<file path="src/rtl/susp_pkg.sv">
package susp_pkg;
    localparam int CNT_W = 8;

    typedef enum logic [1:0] {
        PH_IDLE = 2'd0,
        PH_RUN  = 2'd1,
        PH_SUSP = 2'd2
    } phase_e;

    localparam logic [7:0] ADDR_RUN_CNT  = 8'h94;
    localparam logic [7:0] ADDR_SUSP_CNT = 8'h95;
    localparam logic [7:0] ADDR_CFG      = 8'h96;
    localparam logic [7:0] ADDR_PME      = 8'h80;
    localparam logic [7:0] ADDR_IRQ_TMR  = 8'h8C;
    localparam logic [7:0] ADDR_VID_TMR  = 8'h8D;
endpackage

</file>
<file path="src/rtl/susp_prescaler.sv">
module susp_prescaler #(
    parameter int DIV = 1600
) (
    input  logic clk,
    input  logic rst_n,
    output logic tick
);
    localparam int W = (DIV > 1) ? $clog2(DIV) : 1;
    localparam logic [W-1:0] LAST = W'(DIV - 1);

    typedef struct packed {
        logic [W-1:0] cnt;
    } pre_t;

    pre_t st_d, st_q;

    always_comb begin
        tick = (st_q.cnt == LAST);
        st_d.cnt = tick ? '0 : st_q.cnt + 1'b1;
    end

    always_ff @(posedge clk or negedge rst_n) begin
        if (!rst_n) st_q <= '0;
        else        st_q <= st_d;
    end

    // the counter restarts right after each tick
    a_r10_wrap: assert property (@(posedge clk) disable iff (!rst_n)
        tick |=> (st_q.cnt == '0));
endmodule

</file>
<file path="src/rtl/susp_regs.sv">
module susp_regs
    import susp_pkg::*;
#(
    parameter int DW = 8
) (
    input  logic          clk,
    input  logic          rst_n,
    input  logic          wr_en,
    input  logic [7:0]    wr_addr,
    input  logic [DW-1:0] wr_data,
    output logic [DW-1:0] run_cnt,
    output logic [DW-1:0] susp_cnt,
    output logic [DW-1:0] irq_reload,
    output logic [DW-1:0] vid_reload,
    output logic          mod_en,
    output logic          glob_en,
    output logic          irq_spd_en,
    output logic          vid_spd_en
);
    typedef struct packed {
        logic [DW-1:0] run_c;
        logic [DW-1:0] susp_c;
        logic [DW-1:0] irq_r;
        logic [DW-1:0] vid_r;
        logic          mod;
        logic          glob;
        logic          irq;
        logic          vid;
    } regs_t;

    regs_t r_d, r_q;

    always_comb begin
        r_d = r_q;
        if (wr_en) begin
            case (wr_addr)
                ADDR_RUN_CNT:  r_d.run_c  = wr_data;
                ADDR_SUSP_CNT: r_d.susp_c = wr_data;
                ADDR_IRQ_TMR:  r_d.irq_r  = wr_data;
                ADDR_VID_TMR:  r_d.vid_r  = wr_data;
                ADDR_CFG:      r_d.mod    = wr_data[0];
                ADDR_PME: begin
                    r_d.glob = wr_data[0];
                    r_d.irq  = wr_data[3];
                    r_d.vid  = wr_data[4];
                end
                default: ;
            endcase
        end
    end

    always_ff @(posedge clk or negedge rst_n) begin
        if (!rst_n) r_q <= '0;
        else        r_q <= r_d;
    end

    assign run_cnt    = r_q.run_c;
    assign susp_cnt   = r_q.susp_c;
    assign irq_reload = r_q.irq_r;
    assign vid_reload = r_q.vid_r;
    assign mod_en     = r_q.mod;
    assign glob_en    = r_q.glob;
    assign irq_spd_en = r_q.irq;
    assign vid_spd_en = r_q.vid;

    // no write strobe, no change
    a_r11_hold: assert property (@(posedge clk) disable iff (!rst_n)
        !wr_en |=> $stable(r_q));
endmodule

</file>
<file path="src/rtl/susp_speedup.sv">
module susp_speedup #(
    parameter int TW = 8
) (
    input  logic          clk,
    input  logic          rst_n,
    input  logic          evt,
    input  logic          arm,
    input  logic [TW-1:0] reload,
    input  logic          ms_tick,
    output logic          busy
);
    typedef struct packed {
        logic [TW-1:0] tmr;
    } spd_t;

    spd_t st_d, st_q;

    always_comb begin
        st_d = st_q;
        if (evt && arm)
            st_d.tmr = reload;
        else if (ms_tick && st_q.tmr != '0)
            st_d.tmr = st_q.tmr - 1'b1;
        busy = (st_q.tmr != '0);
    end

    always_ff @(posedge clk or negedge rst_n) begin
        if (!rst_n) st_q <= '0;
        else        st_q <= st_d;
    end

    // an accepted event always loads the full reload value
    a_r8_reload: assert property (@(posedge clk) disable iff (!rst_n)
        (evt && arm) |=> (st_q.tmr == $past(reload)));
    // without an event or a millisecond tick the timer holds
    a_r6_hold: assert property (@(posedge clk) disable iff (!rst_n)
        (!(evt && arm) && !ms_tick) |=> $stable(st_q.tmr));
    // an idle timer stays idle unless an event is accepted
    a_r9_quiet: assert property (@(posedge clk) disable iff (!rst_n)
        (!(evt && arm) && st_q.tmr == '0) |=> (st_q.tmr == '0));
endmodule

</file>
<file path="src/rtl/susp_phase_fsm.sv">
module susp_phase_fsm
    import susp_pkg::*;
#(
    parameter int CW = 8
) (
    input  logic          clk,
    input  logic          rst_n,
    input  logic          run,
    input  logic          tick,
    input  logic [CW-1:0] run_cnt,
    input  logic [CW-1:0] susp_cnt,
    output logic          susp_n
);
    typedef struct packed {
        phase_e        ph;
        logic [CW-1:0] cnt;
    } fsm_t;

    fsm_t st_d, st_q;

    // Choose the next phase, preferring the one opposite to the current phase.
    function automatic fsm_t pick(phase_e from, logic [CW-1:0] rc, logic [CW-1:0] sc);
        fsm_t s;
        s.ph  = PH_IDLE;
        s.cnt = '0;
        if (from == PH_RUN) begin
            if (sc != '0)      begin s.ph = PH_SUSP; s.cnt = sc; end
            else if (rc != '0) begin s.ph = PH_RUN;  s.cnt = rc; end
        end else begin
            if (rc != '0)      begin s.ph = PH_RUN;  s.cnt = rc; end
            else if (sc != '0) begin s.ph = PH_SUSP; s.cnt = sc; end
        end
        return s;
    endfunction

    always_comb begin
        st_d = st_q;
        if (!run) begin
            st_d.ph  = PH_IDLE;
            st_d.cnt = '0;
        end else if (st_q.ph == PH_IDLE) begin
            st_d = pick(PH_IDLE, run_cnt, susp_cnt);
        end else if (tick) begin
            if (st_q.cnt == CW'(1)) st_d = pick(st_q.ph, run_cnt, susp_cnt);
            else                    st_d.cnt = st_q.cnt - 1'b1;
        end
        susp_n = (st_q.ph != PH_SUSP);
    end

    always_ff @(posedge clk or negedge rst_n) begin
        if (!rst_n) begin
            st_q.ph  <= PH_IDLE;
            st_q.cnt <= '0;
        end else begin
            st_q <= st_d;
        end
    end

    // when modulation is stopped, the next cycle is idle
    a_r3_stop_idle: assert property (@(posedge clk) disable iff (!rst_n)
        !run |=> (st_q.ph == PH_IDLE));
    // a live phase never holds a zero count
    a_r4_live_count: assert property (@(posedge clk) disable iff (!rst_n)
        (st_q.ph != PH_IDLE) |-> (st_q.cnt != '0));
    // between ticks a running phase keeps its state
    a_r5_keep_phase: assert property (@(posedge clk) disable iff (!rst_n)
        (run && !tick && st_q.ph != PH_IDLE) |=> $stable(st_q));
endmodule

</file>
<file path="src/rtl/susp_mod_gen.sv">
module susp_mod_gen
    import susp_pkg::*;
#(
    parameter int CLK_HZ  = 50_000_000,
    parameter int TICK_US = 32
) (
    input  logic       clk,
    input  logic       rst_n,
    input  logic       wr_en,
    input  logic [7:0] wr_addr,
    input  logic [7:0] wr_data,
    input  logic       irq_evt,
    input  logic       vid_evt,
    output logic       susp_n
);
    localparam int CYC_PER_US = CLK_HZ / 1_000_000;
    localparam int TICK_DIV   = CYC_PER_US * TICK_US;
    localparam int MS_DIV     = CLK_HZ / 1000;

    logic [CNT_W-1:0] run_cnt, susp_cnt, irq_reload, vid_reload;
    logic mod_en, glob_en, irq_spd_en, vid_spd_en;
    logic tick, ms_tick, irq_busy, vid_busy, run;

    susp_regs #(.DW(CNT_W)) u_regs (
        .clk(clk), .rst_n(rst_n), .wr_en(wr_en), .wr_addr(wr_addr), .wr_data(wr_data),
        .run_cnt(run_cnt), .susp_cnt(susp_cnt), .irq_reload(irq_reload),
        .vid_reload(vid_reload), .mod_en(mod_en), .glob_en(glob_en),
        .irq_spd_en(irq_spd_en), .vid_spd_en(vid_spd_en)
    );

    susp_prescaler #(.DIV(TICK_DIV)) u_tick (.clk(clk), .rst_n(rst_n), .tick(tick));
    susp_prescaler #(.DIV(MS_DIV))   u_ms   (.clk(clk), .rst_n(rst_n), .tick(ms_tick));

    susp_speedup #(.TW(CNT_W)) u_irq_spd (
        .clk(clk), .rst_n(rst_n), .evt(irq_evt), .arm(glob_en && irq_spd_en),
        .reload(irq_reload), .ms_tick(ms_tick), .busy(irq_busy)
    );

    susp_speedup #(.TW(CNT_W)) u_vid_spd (
        .clk(clk), .rst_n(rst_n), .evt(vid_evt), .arm(glob_en && vid_spd_en),
        .reload(vid_reload), .ms_tick(ms_tick), .busy(vid_busy)
    );

    assign run = mod_en && !irq_busy && !vid_busy;

    susp_phase_fsm #(.CW(CNT_W)) u_fsm (
        .clk(clk), .rst_n(rst_n), .run(run), .tick(tick),
        .run_cnt(run_cnt), .susp_cnt(susp_cnt), .susp_n(susp_n)
    );

    // modulation disabled keeps the core running
    a_r3_disabled_high: assert property (@(posedge clk) disable iff (!rst_n)
        !mod_en |=> susp_n);
    // a busy speedup timer keeps the core running
    a_r6_paused_high: assert property (@(posedge clk) disable iff (!rst_n)
        (irq_busy || vid_busy) |=> susp_n);
endmodule

</file>
<file path="config.mk">
export PLATFORM = sky130hd
export DESIGN_NAME = susp_mod_gen
export DESIGN_NICKNAME = d
export VERILOG_FILES = /design/src/rtl/susp_pkg.sv /design/src/rtl/susp_prescaler.sv /design/src/rtl/susp_regs.sv /design/src/rtl/susp_speedup.sv /design/src/rtl/susp_phase_fsm.sv /design/src/rtl/susp_mod_gen.sv
export SDC_FILE = /design/constraint.sdc
export NUM_CORES = 1
export LEC_CHECK = 0
export CORE_UTILIZATION = 57
export CTS_BUF_LIST = sky130_fd_sc_hd__clkbuf_8
export DETAILED_ROUTE_END_ITERATION = 8
export GPL_TIMING_DRIVEN = 0
export PLACE_DENSITY = 0.75
export RECOVER_POWER = 100
export SLEW_MARGIN = 20
export SYNTH_ARGS = -nofsm -noshare
export SYNTH_HDL_FRONTEND = slang
export SYNTH_SLANG_ARGS = --single-unit
</file>
<file path="constraint.sdc">
create_clock -name clk -period 5.2 [get_ports clk]
set_input_delay 1.04 -clock clk [delete_from_list [all_inputs] [get_ports clk]]
set_output_delay 1.04 -clock clk [all_outputs]
set_load 0.02 [all_outputs]
</file>
==> metrics.yaml <==
outcome: "complete, but fails checks"
violations: "capacitance limit, slew limit"
relSlewSlack: -0.609
gp_congestion: 0.887
clock_latency_ps: 360
setup_tns_ps: 0
crit_path_end_kind: "flop"
area_delta_synth_final_pct: 11.3
p_per_area_nw_per_um2: 253
timing.rr.start: "u_ms.st_q[5]$_DFF_PN0_"
synth_seq_cells: 89
grt_max_degree: 48
syn-cell-area_um2: 4640
grt_pass1_vias: 3625
min_period_ps: 3290
num_vias: 3668
hold_depth: 1
utilization: 0.662
cp.arrival_ps: 3570
portBuffers: 21
dp_hpwl_um: 7080
hold_viol_final: 0
routed_wl_um: 10000
crit_path_start_kind: "flop"
max_freq_mhz: 304
cts_sinks: 89
max_cap_viol_count: 2
synth.top_cell.area_share: 0.480
synth_edf_count: 0
cts_root_buffer: "clkbuf_8"
rsz0062_at_grt: "no"
wl_per_cell_um: 16.9
via_per_inst: 6.21
netlist_top_cells_count: "dfrtp_1, nor2_1, mux2_2"
netlist-cell-type-count: 60
die_area_um2: 8510
cts_max_level: 3
track_usage: 0.258
yosysTopAreaCell: "dfrtp_1"
min_from: "u_ms.st_q[13]$_DFF_PN0_"
peakVddDrop_mv: 0.185
fp-row-count: 32
hold_class: "flop to flop"
clock_skew_ps: 9.89
initialDrtViolationCount: 248
seq_area_frac_synth: 0.480
layout-drive-gt1-share: 0.137
report.final.slew_viol_count: 54
fin_nets: 511
fill_cells: 641
drc: 0
tightest_slew_ps: 2410
cts_tree: "yes"
coreArea_um2: 7810
dr.pass1.iters: 5
die_w_um: 92.2
cts_resized: 0
critical_path_class: "flop to flop"
setup_viol: 0
clockBufferDepth: 2
clk_pin_slew_ps: 90
grt_overflow: 0
power_uw: 1310
post_cts_buffers: 0
ff2ff_setup_slack_ps: 1910
syn-instance-count: 451
fp.dieH_um: 92.2
synth_area_per_cell_um2: 10.3
antenna_found_initial: 0
grt_pass1_wl_um: 17300
ant_nets: 0
synth_flop_cell: "dfrtp_1"
reg2reg_to: "u_irq_spd.st_q[7]$_DFFE_PN0P_"
numCtsBuffers: 9
diodes: 0
synthArstFlopShare: 1.00
min_to: "u_ms.st_q[13]$_DFF_PN0_"
syn_nets: 478
ys_warn_count: 0
io_pins: 22
critPathMaxFanout: 7
p_leak_uw: 0.00214
rr_worst_depth: 5
initial_core_util: 0.595
ys_top_cells_by_area: "dfrtp_1, mux2_2, nor2_1"
ctsHoldBuffers: 0
post-synth-top-count-cell: "dfrtp_1"
crit_required_ps: 5480
fin_crit_sh: 0.633
-- cells by family after synthesis --
logic type      after synthesis  share of synthesized area
simple gates                192                      0.232
buf+inv                      19                     0.0154
flops                        89                      0.480
mux                          37                     0.0895
compound gates               81                      0.116
xor+xnor                     27                     0.0509
fa+ha+maj                     6                     0.0162
-- cells in the final DEF (no fill, tap or decap), drive strengths merged, types with 3 or more instances in the layout --
cell / count
nor3: 10
a221oi: 4
mux2: 36
a311oi: 4
o21ai: 20
or2: 4
a211oi: 8
or3: 9
nand3: 25
dlygate4sd3: 3
xnor2: 12
nand2: 32
inv: 10
and2: 8
a31oi: 10
nor2: 48
ha: 6
nand2b: 4
clkbuf: 21
a21oi: 15
o31ai: 3
or4: 4
nand3b: 4
nor3b: 4
nor4: 11
dfrtp: 89
clkinv: 3
xor2: 15
clkdlybuf4s50: 17
and3: 9
nand4: 8
-- worst max-delay path, cell delays in order (launching register included) --
cell and delay, ps:
dfrtp_1 440, or4b_2 650, nor4_1 1050, nand4_1 450, or3_1 440, a31oi_1 170
-- registers in the layout, summed over array words and instances (netlist names) --
| register | count |
|---|---|
| u_fsm.st_q | 10 |
| u_regs.susp_cnt | 8 |
| u_regs.run_cnt | 8 |
| u_ms.st_q | 16 |
| u_regs.irq_spd_en | 1 |
| u_vid_spd.st_q | 8 |
| u_regs.mod_en | 1 |
| u_tick.st_q | 11 |
| u_regs.vid_reload | 8 |
| u_irq_spd.st_q | 8 |
| u_regs.glob_en | 1 |
| u_regs.irq_reload | 8 |
| u_regs.vid_spd_en | 1 |
-- metal layers --
layer  global-route usage  routed length, µm  vias to the layer above
met3               0.0323                404                       12
met5                    0                  0                        -
met1                0.370               4740                     1811
met4               0.0924                137                        0
li1                     -                  -                     1737
met2                0.404               4710                      108
-- how the worst max path moves through the flow --
stage,startpoint,endpoint
CTS,wr_addr[6],u_regs.susp_cnt[6]$_DFFE_PN0P_
floorplan,wr_addr[6],u_regs.susp_cnt[0]$_DFFE_PN0P_
global route,u_ms.st_q[5]$_DFF_PN0_,u_irq_spd.st_q[7]$_DFFE_PN0P_
detailed placement,wr_addr[6],u_regs.susp_cnt[2]$_DFFE_PN0P_
finish,u_ms.st_q[5]$_DFF_PN0_,u_irq_spd.st_q[7]$_DFFE_PN0P_
global placement,rst_n,u_regs.susp_cnt[4]$_DFFE_PN0P_
-- report_power, final --
group          leakage (µW)  switching, µW  internal, µW
Sequential          0.00112           18.8           710
Clock              0.000103            259           236
Combinational      0.000925           45.8          37.5
Total               0.00214            323           984
-- layout make-up --
type / count / area [µm²] / area share
clock inverters: 6 / 65.1 / 0.0126
clock buffers: 10 / 138 / 0.0266
flip-flops and latches: 89 / 2230 / 0.431
plain buffers: 10 / 37.5 / 0.00726
repair buffers: 22 / 231 / 0.0448
well taps: 102 / 128 / 0.0247
multi-input cells: 343 / 2310 / 0.447
inverters: 9 / 33.8 / 0.00654
-- stage by stage --
step,std cells,hold WS (ps),instance area [µm²],worst slack (ps)
final,591,482,5170,1910
after global routing,591,519,5170,1710
after CTS,591,488,5210,2420
after detailed placement,575,469,5000,2040
after global placement,574,464,4980,-129
after floorplan,451,443,4640,2700
Note: power is estimated with default switching activity, not from simulation.
